**src/rtl/lext_pkg.sv**
```systemverilog
package lext_pkg;
  typedef enum logic [1:0] {
    ACC_READ  = 2'd0,
    ACC_WRITE = 2'd1,
    ACC_EXEC  = 2'd2,
    ACC_RSVD  = 2'd3
  } acc_kind_e;

  localparam int unsigned PERM_W   = 8;
  localparam int unsigned RIGHTS_N = 3;

  // Index of the permission bit for one access; kind must not be ACC_RSVD.
  function automatic int unsigned perm_index(input logic sup, input logic [1:0] kind);
    return (sup ? RIGHTS_N : 0) + int'(kind);
  endfunction
endpackage

```
**src/rtl/lext_seg_regs.sv**
```systemverilog
module lext_seg_regs #(
  parameter int unsigned NUM_SEG   = 16,
  parameter int unsigned WORD_W    = 32,
  parameter int unsigned RST0_CODE = 30,
  parameter int unsigned PERM_ALL  = 255,
  localparam int unsigned IDX_W    = $clog2(NUM_SEG)
) (
  input  logic              clk,
  input  logic              rst_n,
  input  logic              we,
  input  logic [IDX_W-1:0]  idx,
  input  logic              hi_sel,
  input  logic [WORD_W-1:0] wdata,
  output logic [WORD_W-1:0] hi_q [NUM_SEG],
  output logic [WORD_W-1:0] lo_q [NUM_SEG]
);
  for (genvar s = 0; s < NUM_SEG; s++) begin : g_seg
    localparam logic [WORD_W-1:0] HI_RST = (s == 0) ? WORD_W'(RST0_CODE) : '0;
    localparam logic [WORD_W-1:0] LO_RST = (s == 0) ? WORD_W'(PERM_ALL)  : '0;
    always_ff @(posedge clk or negedge rst_n) begin
      if (!rst_n) begin
        hi_q[s] <= HI_RST;
        lo_q[s] <= LO_RST;
      end else if (we && idx == IDX_W'(s)) begin
        if (hi_sel) hi_q[s] <= wdata;
        else        lo_q[s] <= wdata;
      end
    end
  end
endmodule

```
**src/rtl/lext_seg_match.sv**
```systemverilog
module lext_seg_match #(
  parameter int unsigned LA_W     = 32,
  parameter int unsigned PA_W     = 36,
  parameter int unsigned PAGE_W   = 12,
  parameter int unsigned CODE_W   = 5,
  parameter int unsigned PERM_W   = 8,
  parameter int unsigned MIN_CODE = 11
) (
  input  logic [LA_W-1:0]   hi_word,
  input  logic [LA_W-1:0]   lo_word,
  input  logic [LA_W-1:0]   addr,
  output logic              match,
  output logic [PA_W-1:0]   paddr,
  output logic [PERM_W-1:0] perm
);
  logic [CODE_W-1:0] code;
  logic              enabled;
  logic              differ;

  assign code    = hi_word[CODE_W-1:0];
  assign enabled = int'(code) >= int'(MIN_CODE);
  assign perm    = lo_word[PERM_W-1:0];

  always_comb begin
    differ = 1'b0;
    for (int i = PAGE_W; i < LA_W; i++) begin
      if (i > int'(code) && (addr[i] != hi_word[i])) differ = 1'b1;
    end
  end

  assign match = enabled && !differ;

  always_comb begin
    paddr = '0;
    for (int j = 0; j < PA_W; j++) begin
      if (j < PAGE_W)                          paddr[j] = addr[j];
      else if (j < LA_W && j <= int'(code))    paddr[j] = addr[j];
      else                                     paddr[j] = lo_word[PERM_W + j - PAGE_W];
    end
  end
endmodule

```
**src/rtl/lext_prio.sv**
```systemverilog
module lext_prio #(
  parameter int unsigned NUM_SEG = 16,
  localparam int unsigned IDX_W  = $clog2(NUM_SEG)
) (
  input  logic [NUM_SEG-1:0] req,
  output logic               any,
  output logic [IDX_W-1:0]   win
);
  always_comb begin
    any = 1'b0;
    win = '0;
    for (int s = 0; s < NUM_SEG; s++) begin
      if (req[s]) begin
        any = 1'b1;
        win = IDX_W'(s);
      end
    end
  end
endmodule

```
**src/rtl/lext_xlate.sv**
```systemverilog
module lext_xlate #(
  parameter int unsigned NUM_SEG  = 16,
  parameter int unsigned LA_W     = 32,
  parameter int unsigned PA_W     = 36,
  parameter int unsigned PAGE_W   = 12,
  parameter int unsigned CODE_W   = 5,
  parameter int unsigned MIN_CODE = 11,
  localparam int unsigned IDX_W   = $clog2(NUM_SEG),
  localparam int unsigned PERM_W  = lext_pkg::PERM_W
) (
  input  logic             clk,
  input  logic             rst_n,
  input  logic             cfg_we,
  input  logic [IDX_W-1:0] cfg_idx,
  input  logic             cfg_hi_sel,
  input  logic [LA_W-1:0]  cfg_wdata,
  input  logic [LA_W-1:0]  lk_addr,
  input  logic [1:0]       lk_kind,
  input  logic             lk_sup,
  output logic [PA_W-1:0]  lk_paddr,
  output logic             lk_hit,
  output logic             lk_fault
);
  import lext_pkg::*;

  logic [LA_W-1:0]   hi_q [NUM_SEG];
  logic [LA_W-1:0]   lo_q [NUM_SEG];
  logic [NUM_SEG-1:0] seg_hit;
  logic [PA_W-1:0]   seg_pa   [NUM_SEG];
  logic [PERM_W-1:0] seg_perm [NUM_SEG];
  logic              any_hit;
  logic [IDX_W-1:0]  win;
  logic [PERM_W-1:0] win_perm;
  logic              allowed;

  lext_seg_regs #(
    .NUM_SEG(NUM_SEG), .WORD_W(LA_W), .RST0_CODE(LA_W - 2), .PERM_ALL((1 << PERM_W) - 1)
  ) u_regs (
    .clk(clk), .rst_n(rst_n), .we(cfg_we), .idx(cfg_idx), .hi_sel(cfg_hi_sel),
    .wdata(cfg_wdata), .hi_q(hi_q), .lo_q(lo_q)
  );

  for (genvar s = 0; s < NUM_SEG; s++) begin : g_cmp
    lext_seg_match #(
      .LA_W(LA_W), .PA_W(PA_W), .PAGE_W(PAGE_W), .CODE_W(CODE_W),
      .PERM_W(PERM_W), .MIN_CODE(MIN_CODE)
    ) u_cmp (
      .hi_word(hi_q[s]), .lo_word(lo_q[s]), .addr(lk_addr),
      .match(seg_hit[s]), .paddr(seg_pa[s]), .perm(seg_perm[s])
    );
  end

  lext_prio #(.NUM_SEG(NUM_SEG)) u_prio (.req(seg_hit), .any(any_hit), .win(win));

  assign win_perm = seg_perm[win];

  always_comb begin
    if (lk_kind == ACC_RSVD) allowed = 1'b0;
    else                     allowed = win_perm[perm_index(lk_sup, lk_kind)];
  end

  assign lk_hit   = any_hit && allowed;
  assign lk_fault = any_hit && !allowed;
  assign lk_paddr = lk_hit ? seg_pa[win] : '0;
endmodule

```
**config.mk**
```make
export PLATFORM = sky130hd
export DESIGN_NAME = lext_xlate
export DESIGN_NICKNAME = d
export VERILOG_FILES = /design/src/rtl/lext_pkg.sv /design/src/rtl/lext_seg_regs.sv /design/src/rtl/lext_seg_match.sv /design/src/rtl/lext_prio.sv /design/src/rtl/lext_xlate.sv
export SDC_FILE = /design/constraint.sdc
export NUM_CORES = 2
export LEC_CHECK = 0
export CORE_MARGIN = 5
export CORE_UTILIZATION = 63
export DETAILED_ROUTE_END_ITERATION = 8
export MAX_ROUTING_LAYER = met4
export PLACE_DENSITY = 0.82
export SYNTH_ARGS = -nofsm -noshare
export SYNTH_HDL_FRONTEND = slang
export SYNTH_SLANG_ARGS = --single-unit
export TNS_END_PERCENT = 100
```
**constraint.sdc**
```tcl
create_clock -name clk -period 6.4 [get_ports clk]
set_input_delay 0.96 -clock clk [delete_from_list [all_inputs] [get_ports clk]]
set_output_delay 0.96 -clock clk [all_outputs]
set_load 0.01 [all_outputs]
```
==> Yosys cells after proc, flatten, opt, wreduce, memory -nomap -nowiden <==
Index checks and enable logic that the tools add are counted.
{ "word_totals": {"ff_bits": 1024, "latch_bits": 0, "mem_bits_rw": 0, "romBits": 0, "inputBits": 75, "out_inout_bits": 38, "word_cells": 2115, "mem_count": 0} }
{ "classes": {"add_sub_neg": 1, "multipliers": 0, "n_div": 0, "n_lt_le_gt_ge": 658, "eq_ne": 336, "shifts": 0, "muxes": 682, "bitwise_logic": 2, "reduce_logical": 404} }
{ "op_table": {"columns": ["operator", "n"], "rows": [
  ["greater-than comparator 5 bit (first input constant)", 256],
  ["less-or-equal comparator 5 bit (first input constant)", 256],
  ["two-way mux 1 bit", 659],
  ["logical AND 1 bit", 354],
  ["greater-than comparator 4 x 5 -> 1 bit (first input constant)", 64],
  ["less-or-equal comparator 4 x 5 -> 1 bit (first input constant)", 64],
  ["!= test 1 bit", 320],
  ["binary-select mux 36 bit (select 4 bit)", 1],
  ["two-way mux 36 bit", 3],
  ["greater-or-equal comparator 5 x 4 -> 1 bit (second input constant)", 16],
  ["AND reduction 2 bit", 32],
  ["binary-select mux 8 bit (select 4 bit)", 1],
  ["== test 4 bit (second input constant)", 8],
  ["two-way mux 4 bit", 8],
  ["logical NOT 1 bit", 17],
  ["== test 4 x 3 -> 1 bit (second input constant)", 4],
  ["two-way mux 8 bit", 2],
  ["two-way mux 3 bit", 4],
  ["== test 4 x 2 -> 1 bit (second input constant)", 2],
  ["two-way mux 2 bit", 3],
  ["greater-or-equal comparator 5 bit (second input constant)", 1],
  ["inverter 4 -> 5 bit", 1],
  ["== test 4 x 1 -> 1 bit (second input constant)", 1],
  ["logical NOT 4 bit", 1],
  ["other kinds (5)", 5]
]} }

==> Logic depth before layout (Yosys ltp) <==
{ "depth": {"depth_word": 48, "depth_mapped": 24, "mapped_depth_nobuf": 14} }

==> Modules after synthesis <==
From an unflattened synthesis, not the netlist that was laid out.
{ "hier_totals": {"hier_cells": 4873, "hier_area_um2": 59746.1} }
{ "by_module_without_submodules": {"columns": ["module", "n_inst", "cells_per_inst", "area_each_um2"], "rows": [
  ["lext_seg_regs", 1, 2291, 38349.3],
  ["lext_seg_match", 16, 130, 949.7],
  ["lext_xlate", 1, 473, 6040.8],
  ["lext_prio", 1, 29, 161.4]
]} }

==> Worst setup path after synthesis <==
Ideal clock, no wire load.
{ "synth_path": {"kind": "input to output", "startpoint": "input port lk_addr[23]", "endpoint": "output port lk_paddr[29]", "arrival_time_ps": 4966, "setup_slack_ps": 474, "path_stages": 20, "n_path_buf": 8, "path_cell_list": "clkbuf_1 -> buf_2 -> xor2_1 -> a222oi_1 -> o21ai_0 -> nor4_1 -> nor3b_1 -> o21a_2 -> nor2_4 -> buf_6 -> buf_8 -> buf_8 -> buf_6 -> buf_4 -> buf_4 -> mux2i_1 -> o211ai_1 -> a221oi_1 -> nand2_1 -> a221oi_1"} }
{ "synth_between": {"elab_chain_len": 37} }
{ "synth_lines": {"columns": ["item", "line", "rtl"], "rows": [
  ["start, declared", "lext_xlate.sv:17", "input logic [LA_W-1:0] lk_addr,"],
  ["!= test 1 bit", "lext_seg_match.sv:27", "if (i > int'(code) && (addr[i] != hi_word[i])) differ = 1'b1;"],
  ["logical AND 1 bit", "lext_seg_match.sv:27", null],
  ["two-way mux 1 bit (9 in a row)", "lext_seg_match.sv:27", null],
  ["logical NOT 1 bit", "lext_seg_match.sv:31", "assign match = enabled && !differ;"],
  ["logical AND 1 bit", "lext_seg_match.sv:31", null],
  ["two-way mux 1 bit", "lext_prio.sv:13", "if (req[s]) begin"],
  ["two-way mux 2 bit (2 in a row)", "lext_prio.sv:13", null],
  ["two-way mux 3 bit (4 in a row)", "lext_prio.sv:13", null],
  ["two-way mux 4 bit (8 in a row)", "lext_prio.sv:13", null],
  ["inverter 4 -> 5 bit (implied by the code)", "lext_xlate.sv:55, lext_xlate.sv:64", null],
  ["binary-select mux 8 bit (select 4 bit)", "lext_xlate.sv:55", "assign win_perm = seg_perm[win];"],
  ["two-way mux 8 bit (implied by the code) (2 in a row)", "lext_xlate.sv:55", null],
  ["binary-select mux 1 bit (select 3 bit)", "lext_xlate.sv:59", "else allowed = win_perm[perm_index(lk_sup, lk_kind)];"],
  ["two-way mux 1 bit (implied by the code)", "lext_xlate.sv:59", null],
  ["two-way mux 1 bit", "lext_xlate.sv:58", "if (lk_kind == ACC_RSVD) allowed = 1'b0;"],
  ["logical AND 1 bit", "lext_xlate.sv:62", "assign lk_hit = any_hit && allowed;"],
  ["two-way mux 36 bit (*)", "lext_xlate.sv:64", "assign lk_paddr = lk_hit ? seg_pa[win] : '0;"],
  ["end, declared", "lext_xlate.sv:20", "output logic [PA_W-1:0] lk_paddr,"]
]} }
Mark *: on every way between the ends. The rest lies on a longest branch, timed or not. The select of a mux whose other input is x is not followed.

==> Final worst setup path <==
{ "layout_path": {"startpoint": "input port lk_addr[26]", "endpoint": "output port lk_paddr[30]"} }
{ "layout_between": {"elab_chain_len": 34} }
{ "layout_lines": {"columns": ["item", "line"], "rows": [
  ["!= test 1 bit", "lext_seg_match.sv:27"],
  ["logical AND 1 bit", "lext_seg_match.sv:27"],
  ["two-way mux 1 bit (6 in a row)", "lext_seg_match.sv:27"],
  ["logical NOT 1 bit", "lext_seg_match.sv:31"],
  ["logical AND 1 bit", "lext_seg_match.sv:31"],
  ["two-way mux 1 bit", "lext_prio.sv:13"],
  ["two-way mux 2 bit (2 in a row)", "lext_prio.sv:13"],
  ["two-way mux 3 bit (4 in a row)", "lext_prio.sv:13"],
  ["two-way mux 4 bit (8 in a row)", "lext_prio.sv:13"],
  ["inverter 4 -> 5 bit (implied by the code)", "lext_xlate.sv:55, lext_xlate.sv:64"],
  ["binary-select mux 8 bit (select 4 bit)", "lext_xlate.sv:55"],
  ["two-way mux 8 bit (implied by the code) (2 in a row)", "lext_xlate.sv:55"],
  ["binary-select mux 1 bit (select 3 bit)", "lext_xlate.sv:59"],
  ["two-way mux 1 bit (implied by the code)", "lext_xlate.sv:59"],
  ["two-way mux 1 bit", "lext_xlate.sv:58"],
  ["logical AND 1 bit", "lext_xlate.sv:62"],
  ["two-way mux 36 bit (*)", "lext_xlate.sv:64"]
]} }
Marks and branches as above.

==> metrics.txt <==
status finished, violations left; failing checks setup timing; Max clock buf depth 3; commonest non-fill, non-tap cells in the layout mux2_2, dfrtp_1, buf_4; WS Path Type in2out; Final setup viols 38; vias per cell ~7.1; Fin. Hold Viols 0; initial antenna violation count 12; overall power 18.79 mW; Gate Count Post-Synth 4649; worst min path class in2async; Vias 44810; final worst slack -247.5 ps; FP Rows around 100; Yosys top cell by area dfrtp_1; Clock Pin Slew Worst Setup and Hold Paths around 60 ps; Top Ports 113; # nets final 5223; Multi-input gate area approximately 26000 um^2; GRT Total Usage 0.4926; Post-CTS Hold Fix Bufs 0; crit path cell chain buf_2 -> buf_4 -> xnor2_1 -> o21ai_1 -> a221o_1 -> nor4b_4 -> buf_4 -> nor3b_4 -> o21a_2 -> nor2_4 -> buf_4 -> buf_12 -> buf_4 -> a21oi_2 -> nor3_1 -> buf_4 -> a31oi_1 -> buf_4 -> nand3_1 -> o41a_1 -> buf_4 -> a211oi_4 -> buf_6; pwr dens a little over 300 nW/um^2; remaining antenna violation count 0; core footprint roughly 80000 um^2; Clk Latency, worst-skew pair 660 ps; most frequent cell on the critical path buf_4; P&R area growth vs syn 22.45%; Setup crit start kind primary input; pre-CTS setup slack -1613 ps; fin util 0.7781; most common cell after layout, fill and taps aside mux2_2; vias in the first global route around 44000; # DRC 0; crit-path leading delay family buffers and inverters; CP max stage delay ~560 ps; Die Span X 292.5 um; P_leak between 20 and 30 nW; Port Buf Inserts ~110; post-synthesis register bit count about 910; CTS tree built; remaining global-route overflow 0; count of warnings emitted by yosys 0; final WL between 200000 and 250000 um; Mapped Area ~50000 um^2; pin count of the biggest net entering global routing ~150; fraction of layout cells with a size suffix above 1 0.4063; top cell type's share of synthesized area 0.4479; Worst path slowest cell nor4b_4; Die Ht ~290 um; Sink Count 912; FF+latch area approximately 23000 um^2; Worst Path Max Fanout 25; Worst Path Buf+Inv 10; number of distinct library cells after synthesis 90; Initial DRT Pass Iterations 8; Starting DRT DRC Count around 6700; die area between 80000 and 90000 um^2; Clock Tree Root clkbuf_16; Relative slew margins 0.08579; CP Data Arrival Time 5690 ps; Worst Skew 0 ps; maximum clock frequency around 150 MHz; main area contributors after synthesis dfrtp_1, mux2_2, xor2_1, nand2_1, xnor2_1; sequential-to-total area share from yosys stat 0.4542; Critical Path End Type output pin; Tcrit/Tclk final 1.039; fin. max-slew vios 0; global-route wire length before repair around 300000 um; WP data required about 5400 ps; Post-synth EDFFs 0; Initial Util 0.6354; Max-cap violations 0; WL/cell between 30 and 40 um; routability congestion estimate about 1.1; worst slew pin tran between 1000 and 1500 ps; Avg Inst Size Synth around 11 um^2; min Tclk post-route 6647 ps; setup TNS -5924 ps; fillers approximately 5000; unrepaired setup endpoints after global routing true; Mapped Nets approximately 4700; CTS Buf Count 97; asr flop ratio synth 1.000; Synth Flop Type dfrtp_1; peak supply drop 0.0002881 V; HPWL Detailed 140100 um; H-Tree Depth 3
-- synth_stat cells, drive strengths merged (22+ instances only) --
library cell  instances
o31ai                31
o22ai                22
mux2                917
clkbuf              285
buf                 165
o21ai               189
nor3b                26
a2111oi              35
o21a                 25
a311oi               52
dfrtp               900
nand3               109
or3                  46
a22oi                31
and2                 35
a21oi               143
and3                142
nand2               345
nor3                 39
o211ai               44
a31oi                61
xor2                192
xnor2               128
nor2                197
a211oi               47
mux2i                79
-- flip-flops by register name (all words and copies together) (netlist names) --
name and cells:
u_regs.lo_q 512, u_regs.hi_q 400
-- cell families (layout without fill, tap and decap cells) --
kind of cell             Yosys count  in the layout  synth area share
flip-flops                       912            912            0.4542
AO/OA/AOI/OAI                    907            907            0.1266
buffers and inverters            467           1041           0.03954
XOR/XNOR                         320            320           0.05574
other                              0             17                 0
AND/OR/NAND/NOR                 1043           1043            0.1013
adder cells (fa/ha/maj)            2              2         0.0006470
multiplexers                     998            998            0.2220
-- worst paths after layout --
kind / start / endpoint / slack, ps / cells past startpoint
worst max-delay path: lk_addr[26] / lk_paddr[30] / -250 / 23
worst min-delay path: rst_n / u_regs.lo_q[349] / 300 / 1
worst max register to register: u_regs.hi_q[227] / u_regs.hi_q[227] / 5260 / 3
worst min register to register: u_regs.lo_q[502] / u_regs.lo_q[502] / 490 / 1
max in group asynchronous: rst_n / u_regs.hi_q[356] / 4420 / 2
min in group clk: u_regs.lo_q[502] / u_regs.lo_q[502] / 490 / 1
-- per-stage QoR --
stage,cells,cell area (um^2),hold WS [ps]
after floorplan,4649,50280,470.5
after global placement,6025,56450,478.3
after detailed placement,6025,56450,483.8
after CTS,6243,60770,338.1
after global routing,6283,61550,380.0
final,6290,61570,303.1
-- repair_timing --
action                                  in CTS  in global routing
hold endpoints to repair                     0                  0
pin swaps                                   39                 56
endpoints found under the setup margin      38                 38
setup buffers                               39                 29
resized for setup                          300                125
gates cloned                                 4                  6
-- report_power, final --
group          total (mW)  switching [mW]  internal [mW]
clock network        6.09            2.47           3.62
registers            7.79           0.882           6.91
logic                4.91            2.58           2.33
total                18.8            5.93           12.9
-- metal layers --
metal,track usage,vias up,wire length (um)
met5,-,-,0
met3,0.1544,1104,31090
li1,-,17980,-
met4,0.3317,0,19280
met2,0.6744,3568,86890
met1,0.6274,22160,75240
-- worst reg2reg max path, cell delays in order, from the launching register on --
cell	delay [ps]
dfrtp_2	460
buf_4	160
buf_4	140
mux2_2	250
-- cell type report --
type                            count  area share
Multi-Input combinational cell   3270      0.4284
Clock buffer                      140     0.04696
Antenna cell                       17   0.0006909
Clock inverter                     36    0.008413
Timing Repair Buffer              848      0.1216
Sequential cell                   912      0.3714
Tap cell                         1050     0.02134
Inverter                           17    0.001097
(Power assumes the default switching activity.)
